<file path="config.mk">
export PLATFORM = sky130hd
export DESIGN_NAME = gcal_seq
export DESIGN_NICKNAME = d
export VERILOG_FILES = /design/src/rtl/gcal_pkg.sv /design/src/rtl/gcal_ctrl.sv /design/src/rtl/gcal_datapath.sv /design/src/rtl/gcal_coef.sv /design/src/rtl/gcal_seq.sv
export SDC_FILE = /design/constraint.sdc
export NUM_CORES = 1
export LEC_CHECK = 0
export BUFFER_PORTS_ARGS = -buffer_cell sky130_fd_sc_hd__buf_4
export CAP_MARGIN = 20
export CORE_ASPECT_RATIO = 0.8
export CORE_MARGIN = 2
export CORE_UTILIZATION = 40
export CTS_BUF_LIST = sky130_fd_sc_hd__clkbuf_16
export DETAILED_ROUTE_END_ITERATION = 10
export PLACE_DENSITY = 0.7
export SLEW_MARGIN = 20
export SYNTH_ARGS = -nofsm -noshare
export SYNTH_HDL_FRONTEND = slang
export SYNTH_SLANG_ARGS = --single-unit
</file>
<file path="constraint.sdc">
create_clock -name clk -period 2.7 [get_ports clk]
set_clock_uncertainty 0.15 [all_clocks]
set_input_delay 0.135 -clock clk [delete_from_list [all_inputs] [get_ports clk]]
set_output_delay 0.135 -clock clk [all_outputs]
set_load 0.03 [all_outputs]
</file>
<file path="src/rtl/gcal_pkg.sv">
package gcal_pkg;

    typedef enum logic [2:0] {
        ST_IDLE   = 3'd0,
        ST_FORCE1 = 3'd1,
        ST_WAIT1  = 3'd2,
        ST_FORCE0 = 3'd3,
        ST_WAIT0  = 3'd4,
        ST_ACCUM  = 3'd5,
        ST_DONE   = 3'd6
    } gcal_state_e;

    typedef struct packed {
        logic cap_hi;
        logic cap_lo;
        logic acc_clr;
        logic acc_add;
        logic commit;
    } gcal_ctl_t;

    function automatic logic is_forcing(gcal_state_e s);
        return (s != ST_IDLE) && (s != ST_DONE);
    endfunction

    function automatic logic is_high_phase(gcal_state_e s);
        return (s == ST_FORCE1) || (s == ST_WAIT1);
    endfunction

endpackage

</file>
<file path="src/rtl/gcal_ctrl.sv">
module gcal_ctrl
    import gcal_pkg::*;
#(
    parameter int LAT_CYC     = 3,
    parameter int MAX_LOG_REP = 4,
    parameter int LOG_W       = $clog2(MAX_LOG_REP + 1)
) (
    input  logic             clk,
    input  logic             rst,
    input  logic             start,
    input  logic [LOG_W-1:0] rep_log,
    input  logic             code_vld,
    output gcal_state_e      state,
    output logic [LOG_W-1:0] shift_amt,
    output gcal_ctl_t        ctl
);
    localparam int CNT_W  = (LAT_CYC > 1) ? $clog2(LAT_CYC) : 1;
    localparam int PAIR_W = MAX_LOG_REP + 1;
    localparam logic [CNT_W-1:0] LAT_LOAD = CNT_W'(LAT_CYC - 1);

    gcal_state_e       st_q, st_d;
    logic [CNT_W-1:0]  lat_q, lat_d;
    logic [PAIR_W-1:0] pair_q, pair_d;
    logic [LOG_W-1:0]  sh_q, sh_d;
    logic [PAIR_W-1:0] last_pair;
    logic              lat_done;

    assign lat_done  = (lat_q == '0);
    assign last_pair = (PAIR_W'(1) << sh_q) - PAIR_W'(1);

    always_comb begin
        st_d   = st_q;
        lat_d  = lat_q;
        pair_d = pair_q;
        sh_d   = sh_q;
        unique case (st_q)
            ST_IDLE: begin
                if (start) begin
                    st_d   = ST_FORCE1;
                    pair_d = '0;
                    sh_d   = (rep_log > LOG_W'(MAX_LOG_REP)) ? LOG_W'(MAX_LOG_REP) : rep_log;
                end
            end
            ST_FORCE1: begin
                st_d  = ST_WAIT1;
                lat_d = LAT_LOAD;
            end
            ST_WAIT1: begin
                if (!lat_done)     lat_d = lat_q - CNT_W'(1);
                else if (code_vld) st_d  = ST_FORCE0;
            end
            ST_FORCE0: begin
                st_d  = ST_WAIT0;
                lat_d = LAT_LOAD;
            end
            ST_WAIT0: begin
                if (!lat_done)     lat_d = lat_q - CNT_W'(1);
                else if (code_vld) st_d  = ST_ACCUM;
            end
            ST_ACCUM: begin
                if (pair_q == last_pair) st_d = ST_DONE;
                else begin
                    st_d   = ST_FORCE1;
                    pair_d = pair_q + PAIR_W'(1);
                end
            end
            ST_DONE: st_d = ST_IDLE;
            default: st_d = ST_IDLE;
        endcase
    end

    always_ff @(posedge clk) begin
        if (rst) begin
            st_q   <= ST_IDLE;
            lat_q  <= '0;
            pair_q <= '0;
            sh_q   <= '0;
        end else begin
            st_q   <= st_d;
            lat_q  <= lat_d;
            pair_q <= pair_d;
            sh_q   <= sh_d;
        end
    end

    always_comb begin
        ctl         = '0;
        ctl.cap_hi  = (st_q == ST_WAIT1) && lat_done && code_vld;
        ctl.cap_lo  = (st_q == ST_WAIT0) && lat_done && code_vld;
        ctl.acc_clr = (st_q == ST_IDLE) && start;
        ctl.acc_add = (st_q == ST_ACCUM);
        ctl.commit  = (st_q == ST_DONE);
    end

    assign state     = st_q;
    assign shift_amt = sh_q;

endmodule

</file>
<file path="src/rtl/gcal_datapath.sv">
module gcal_datapath
    import gcal_pkg::*;
#(
    parameter int CODE_W = 10,
    parameter int ACC_W  = 15
) (
    input  logic                     clk,
    input  logic                     rst,
    input  gcal_ctl_t                ctl,
    input  logic signed [CODE_W-1:0] code_in,
    output logic signed [ACC_W-1:0]  acc
);
    localparam int DIFF_W = CODE_W + 1;
    localparam int NSLOT  = 2;

    logic signed [CODE_W-1:0] slot_q [NSLOT];
    logic                     slot_we [NSLOT];
    logic signed [DIFF_W-1:0] diff;
    logic signed [ACC_W-1:0]  acc_q;

    assign slot_we[0] = ctl.cap_hi;
    assign slot_we[1] = ctl.cap_lo;

    for (genvar g = 0; g < NSLOT; g++) begin : g_slot
        always_ff @(posedge clk) begin
            if (rst)             slot_q[g] <= '0;
            else if (slot_we[g]) slot_q[g] <= code_in;
        end
    end

    assign diff = DIFF_W'(slot_q[0]) - DIFF_W'(slot_q[1]);

    always_ff @(posedge clk) begin
        if (rst)              acc_q <= '0;
        else if (ctl.acc_clr) acc_q <= '0;
        else if (ctl.acc_add) acc_q <= acc_q + ACC_W'(diff);
    end

    assign acc = acc_q;

endmodule

</file>
<file path="src/rtl/gcal_coef.sv">
module gcal_coef
    import gcal_pkg::*;
#(
    parameter int CODE_W = 10,
    parameter int ACC_W  = 15,
    parameter int LOG_W  = 3
) (
    input  logic                     clk,
    input  logic                     rst,
    input  logic                     commit,
    input  logic signed [ACC_W-1:0]  acc,
    input  logic [LOG_W-1:0]         shift_amt,
    output logic signed [CODE_W:0]   coef
);
    logic signed [ACC_W-1:0] avg;
    logic signed [CODE_W:0]  coef_q;

    assign avg = acc >>> shift_amt;

    always_ff @(posedge clk) begin
        if (rst)         coef_q <= '0;
        else if (commit) coef_q <= avg[CODE_W:0];
    end

    assign coef = coef_q;

endmodule

</file>
<file path="src/rtl/gcal_seq.sv">
module gcal_seq
    import gcal_pkg::*;
#(
    parameter int CODE_W      = 10,
    parameter int LAT_CYC     = 3,
    parameter int MAX_LOG_REP = 4,
    parameter int LOG_W       = $clog2(MAX_LOG_REP + 1)
) (
    input  logic                     clk,
    input  logic                     rst,
    input  logic                     start,
    input  logic [LOG_W-1:0]         rep_log,
    input  logic signed [CODE_W-1:0] code_in,
    input  logic                     code_vld,
    output logic                     force_en,
    output logic                     force_bit,
    output logic                     busy,
    output logic                     done,
    output logic signed [CODE_W:0]   gain_coef
);
    localparam int ACC_W = CODE_W + 1 + MAX_LOG_REP + 1;

    gcal_state_e             state;
    gcal_ctl_t               ctl;
    logic [LOG_W-1:0]        shift_amt;
    logic signed [ACC_W-1:0] acc;

    gcal_ctrl #(
        .LAT_CYC    (LAT_CYC),
        .MAX_LOG_REP(MAX_LOG_REP),
        .LOG_W      (LOG_W)
    ) ctrl_i (
        .clk      (clk),
        .rst      (rst),
        .start    (start),
        .rep_log  (rep_log),
        .code_vld (code_vld),
        .state    (state),
        .shift_amt(shift_amt),
        .ctl      (ctl)
    );

    gcal_datapath #(
        .CODE_W(CODE_W),
        .ACC_W (ACC_W)
    ) dp_i (
        .clk    (clk),
        .rst    (rst),
        .ctl    (ctl),
        .code_in(code_in),
        .acc    (acc)
    );

    gcal_coef #(
        .CODE_W(CODE_W),
        .ACC_W (ACC_W),
        .LOG_W (LOG_W)
    ) coef_i (
        .clk      (clk),
        .rst      (rst),
        .commit   (ctl.commit),
        .acc      (acc),
        .shift_amt(shift_amt),
        .coef     (gain_coef)
    );

    assign force_en  = is_forcing(state);
    assign force_bit = is_high_phase(state);
    assign busy      = (state != ST_IDLE);
    assign done      = (state == ST_DONE);

endmodule

</file>
## Yosys cells after proc, flatten, opt, wreduce, memory -nomap -nowiden

Memories as Yosys holds them, arrays and structs flattened.
Index checks and enable logic that the tools add are counted.

- Bits in registers: 40
- Memory bits (writable): 20
- Input bits: 17
- Memories kept: 1

- Add/sub/neg operators: 5
- Order comparisons: 1
- Equal/unequal tests: 15
- Shifts and indexed selects: 2
- Mux-type cells: 23
- Bitwise operators: 2
- Reduce and logical (&&, ||, !) cells: 19

Memory list:

| name | depth | width | read ports | clocked after Yosys merged registers in | write ports | line | text |
|---|---|---|---|---|---|---|---|
| dp_i.slot_q | 2 | 10 | 2 | 0 | 2 | gcal_datapath.sv:16 | `logic signed [CODE_W-1:0] slot_q [NSLOT];` |

Operator list:

| operator | count |
|---|---|
| $mux W3 | 7 |
| $mux W10 | 2 |
| $pmux W3 S6 | 1 |
| $add A16 B11 Y16 | 1 |
| $sshr A16 B3 Y11 | 1 |
| $sub A10 B10 Y11 | 1 |
| $mux W5 | 2 |
| $ne A2 B2 Y1 const B | 5 |
| $pmux W5 S2 | 1 |
| $eq A3 B3 Y1 const B | 3 |
| $mux W1 | 8 |
| $eq A3 B2 Y1 const B | 2 |
| $logic_and A1 B1 Y1 | 6 |
| $reduce_or A2 Y1 | 3 |
| $add A5 B1 Y5 const B | 1 |
| $eq A5 B5 Y1 | 1 |
| $reduce_and A5 Y1 | 1 |
| $shl A1 B3 Y5 const A | 1 |
| $sub A5 B2 Y5 const B | 1 |
| $ne A2 B1 Y1 const B | 2 |
| $pmux W2 S2 | 1 |
| $reduce_and A2 Y1 | 2 |
| $reduce_bool A2 Y1 | 2 |
| $eq A3 B1 Y1 const B | 1 |
| 10 further kinds | 11 |

## Logic depth before layout (Yosys ltp)

- Depth after elaboration: 7
- Depth in mapped cells: 12
- Gate-level depth less buffers: 12

## Cells and area by module

From an unflattened synthesis, not the netlist that was laid out.

- Cells, all modules: 471
- Area, all modules: 4404.2 µm²

Modules (own cells, without submodules):

| module | instances | cells each | area an instance (µm²) | sequential area each (µm²) |
|---|---|---|---|---|
| gcal_datapath | 1 | 285 | 2660.1 | 920.9 |
| gcal_coef | 1 | 73 | 852.1 | 220.2 |
| gcal_ctrl | 1 | 107 | 848.3 | 260.2 |
| gcal_seq | 1 | 6 | 43.8 | 0.0 |

## Worst setup path after synthesis

No wires, ideal clock.

- Path kind: reg-to-reg
- Start: memory dp_i.slot_q[1][9]
- End: register dp_i.acc_q[14] (netlist: dp_i.acc[14])
- Library setup time: 115 ps
- Arrival time: 2563 ps
- Slack: -127 ps
- Stages on the path, launching flop included: 10
- Clock period less this slack: 2827 ps
- Path through: edfxtp_1 > fa_1 > inv_1 > ha_1 > a21oi_1 > o21ai_0 > a31o_2 > a31oi_1 > xor2_1 > a2111oi_0

RTL lines:

| element | line | text |
|---|---|---|
| start: declaration | gcal_datapath.sv:16 |  |
| end signal: assignment | gcal_datapath.sv:36 | `else if (ctl.acc_add) acc_q <= acc_q + ACC_W'(diff);` |
| end: declaration | gcal_datapath.sv:19 | `logic signed [ACC_W-1:0] acc_q;` |

## Final worst setup path

- Start: register dp_i.acc_q[2] (netlist: dp_i.acc[2])
- End: register dp_i.acc_q[10] (netlist: dp_i.acc[10])

- Word-level cells in the longest chain between the ends: 1

Ends and longest elaborated chain:

| element | line |
|---|---|
| $add A16 B11 Y16 | gcal_datapath.sv:36 |

Every way passes these cells.
A chain may end at the register's enable or synchronous reset.

==> results.py <==
metrics = {
    "placement": {
        "dp_slack_ns": -0.208,
        "hpwl_microns": 7080,
        "numPortBuffers": 31,
        "gp_congestion": 0.841,
    },
    "floorplanning": {
        "start_util_pct": 41.1,
        "core_area_sq_mm": 0.0102,
        "io_pins": 32,
        "fp.dieH_microns": 95.8,
        "die_w_microns": 119,
        "dieArea_sq_mm": 0.0114,
        "row_count": 33,
    },
    "logic_synthesis": {
        "synth_edf_count": 20,
        "yosysTopAreaCell": "dfxtp_1",
        "synth_ff_type": "dfxtp_1",
        "yosys-top-cells-count": "inv_1, nor2_1, dfxtp_1, nand2_1, a21oi_1",
        "synth_area_leaders": "dfxtp_1, edfxtp_1, fa_1",
        "synth_cell_type_count": 60,
        "netlist_instances": 478,
        "synth_seq_cells": 60,
        "synth_seq_area_share_pct": 33.3,
        "yosysWarnings": 0,
        "netlist_area_sq_mm": 0.00421,
        "synthArstFlopShare_pct": 0,
        "synth_most_common_cell": "inv_1",
        "synth_area_per_cell_sq_um": 8.81,
        "synth_top_area_share_pct": 19.0,
        "synth_fp_nets": 529,
    },
    "sta": {
        "hold_violations": 0,
        "fmax_mhz": 357,
        "finalCritPeriodShare_pct": 104,
        "fin_crit_ns": 2.80,
        "rsz0062_at_grt": "yes",
        "slew_viol_final": 0,
        "tightestPinTransition_ns": 0.660,
        "fin_ws_ns": -0.103,
        "tns_ns": -0.297,
        "finalSetupViolCount": 4,
        "relSlewSlack_pct": 55.9,
    },
    "pwr": {
        "p_comb_share_pct": 26.9,
        "peakVddDrop_v": 0.000354,
        "p_leak_nw": 2.32,
        "pwr-share-seq_pct": 34.7,
        "clockPowerShare_pct": 38.3,
        "p_switching_w": 0.000832,
        "p_int_w": 0.00203,
        "swShare_pct": 29.1,
        "finalPower_w": 0.00286,
        "power-per-cell-area_mw_per_mm2": 516,
    },
    "global_routing": {
        "grt_pass1_wl_microns": 16200,
        "grt_pass1_vias": 3354,
        "track_usage_pct": 17.9,
        "grt_max_degree": 29,
        "antenna_found_initial": 0,
        "grt_overflow": 0,
    },
    "route": {
        "drtAntennaViolNets": 0,
        "initialDrtViolationCount": 180,
        "wirelength_microns": 9910,
        "wl_per_cell_microns": 13.9,
        "drt-pass1-iter-count": 4,
        "vias": 3585,
        "drc": 0,
        "vias_per_cell": 5.04,
    },
    "critical_path": {
        "reg2reg_slack_ns": -0.10,
        "timing.rr.start": "dp_i.acc[2]",
        "critPathLaunch": "dp_i.acc[2]",
        "cp-end-kind": "register",
        "critPathArrivalTime_ns": 2.87,
        "worst_ep_required_time_ns": 2.77,
        "cp-start-kind": "register",
        "worstPathMaxFanout": 4,
        "crit_end": "dp_i.acc[10]",
        "r2r-end": "dp_i.acc[10]",
        "reg2reg_depth": 11,
        "criticalPathCategory": "reg -> reg",
    },
    "clock_tree": {
        "clk_latency_ns": 0.33,
        "htree_levels": 3,
        "cts_tree": "yes",
        "cts-buffers-inserted": 9,
        "clockBufferDepth": 2,
        "clock-sinks": 60,
        "clkTransAtPathRegs_ns": 0.05,
        "cts-root-buf": "clkbuf_16",
    },
    "layout": {
        "area_growth_pct": 31.6,
        "nNetsFinal": 618,
        "num_antenna_cells": 0,
        "drive_above_1_share_pct": 26.4,
    },
    "run": {
        "maxCapViolCount": 0,
    },
    "run_status": {
        "violations": "setup timing",
        "run_status": "complete, but fails checks",
    },
    "worst_hold_path": {
        "holdCritStartpoint": "rst",
        "hold_path_class": "in -> reg",
    },
}
[state kept, by name, indices dropped and copies added, names as in the netlist]
register / flops
ctrl_i.shift_amt: 3
coef_i.coef: 11
dp_i.acc: 16
ctrl_i.pair_q: 5
dp_i.slot_q: 20
ctrl_i.lat_q: 2
ctrl_i.state: 3
[cell type report]
cell class,count,area (sq um)
clock buffer,9,225
clock inverter,7,58.8
fill,940,4690
inverter,62,233
multi-input combinational,334,2650
sequential,60,1410
tap,140,175
timing repair buffer,100,795
[power by group through the flow]
stage | logic [W] | registers (W) | clock network [W]
floorplan | 0.000488 | 0.000997 | 0
global placement | 0.000655 | 0.00101 | 0
detailed placement | 0.000670 | 0.00101 | 0
CTS | 0.000710 | 0.000992 | 0.00112
global route | 0.000846 | 0.000997 | 0.00116
finish | 0.000770 | 0.000993 | 0.00110
[layout by cell type (no fill, tap or decap), types with 7 or more instances in the layout]
cell type and count:
inv_1 54, xnor2_1 10, dfxtp_1 37, inv_2 9, fa_1 14, xor2_1 7
dlygate4sd3_1 13, nand2_1 37, and2_1 24, mux2i_1 25, edfxtp_1 20, a21oi_1 30
ha_1 12, o21ai_0 12, a211oi_1 14, nor2_1 44, clkbuf_16 9, buf_4 84
[routing by layer]
layer	global-route usage (%)	share of wire [%]	up-vias
li1	-	-	1823
met4	5.46	1.1	0
met5	0	0	-
met2	28.7	46	104
met3	4.38	5.9	11
met1	24.1	47	1647
[worst max-delay path, cell delays in order (launching register included)]
cell and delay (ns):
dfxtp_2 0.33, inv_2 0.04, fa_1 0.54, inv_2 0.05, ha_4 0.22, nor2b_4 0.12
o31a_1 0.29, o31a_1 0.35, buf_4 0.17, a41oi_4 0.17, xnor2_1 0.09, a22o_1 0.18
[repair_timing]
item,4_1_cts,5_1_grt
buffers inserted,4,4
hold buffers,13,0
pin swaps,12,14
endpoints found under the setup margin,9,10
hold endpoints to repair,23,0
gates resized for setup,8,30
[metrics by stage]
stage          util (%)  instances  hold WS [ns]  cell area, sq um
2_1_floorplan         -        478         0.132              4290
3_3_place_gp       48.3        675         0.249              4940
3_5_place_dp       48.3        675         0.244              4940
4_1_cts            52.9        708       0.00735              5420
5_1_grt            54.2        712        0.0231              5550
6_report           54.2        712        0.0182              5550
[cells by family after synthesis]
logic type,share of synthesized area [%]
AND/OR/NAND/NOR,16.9
AO/OA/AOI/OAI,17.1
buffers and inverters,7.99
flip-flops,33.3
adder cells (fa/ha/maj),12.8
multiplexers,7.81
XOR/XNOR,4.13
[how the worst min path moves through the flow]
| stage | depth (start not counted) | endpoint | slack [ns] |
|---|---|---|---|
| floorplan | 2 | ctrl_i.shift_amt[2] | 0.13 |
| global placement | 3 | ctrl_i.shift_amt[2] | 0.25 |
| detailed placement | 3 | ctrl_i.shift_amt[2] | 0.24 |
| CTS | 2 | ctrl_i.state[2] | 0.007 |
| global route | 2 | ctrl_i.state[1] | 0.02 |
| finish | 2 | ctrl_i.state[2] | 0.02 |
Note: power is estimated with default switching activity, not from simulation.
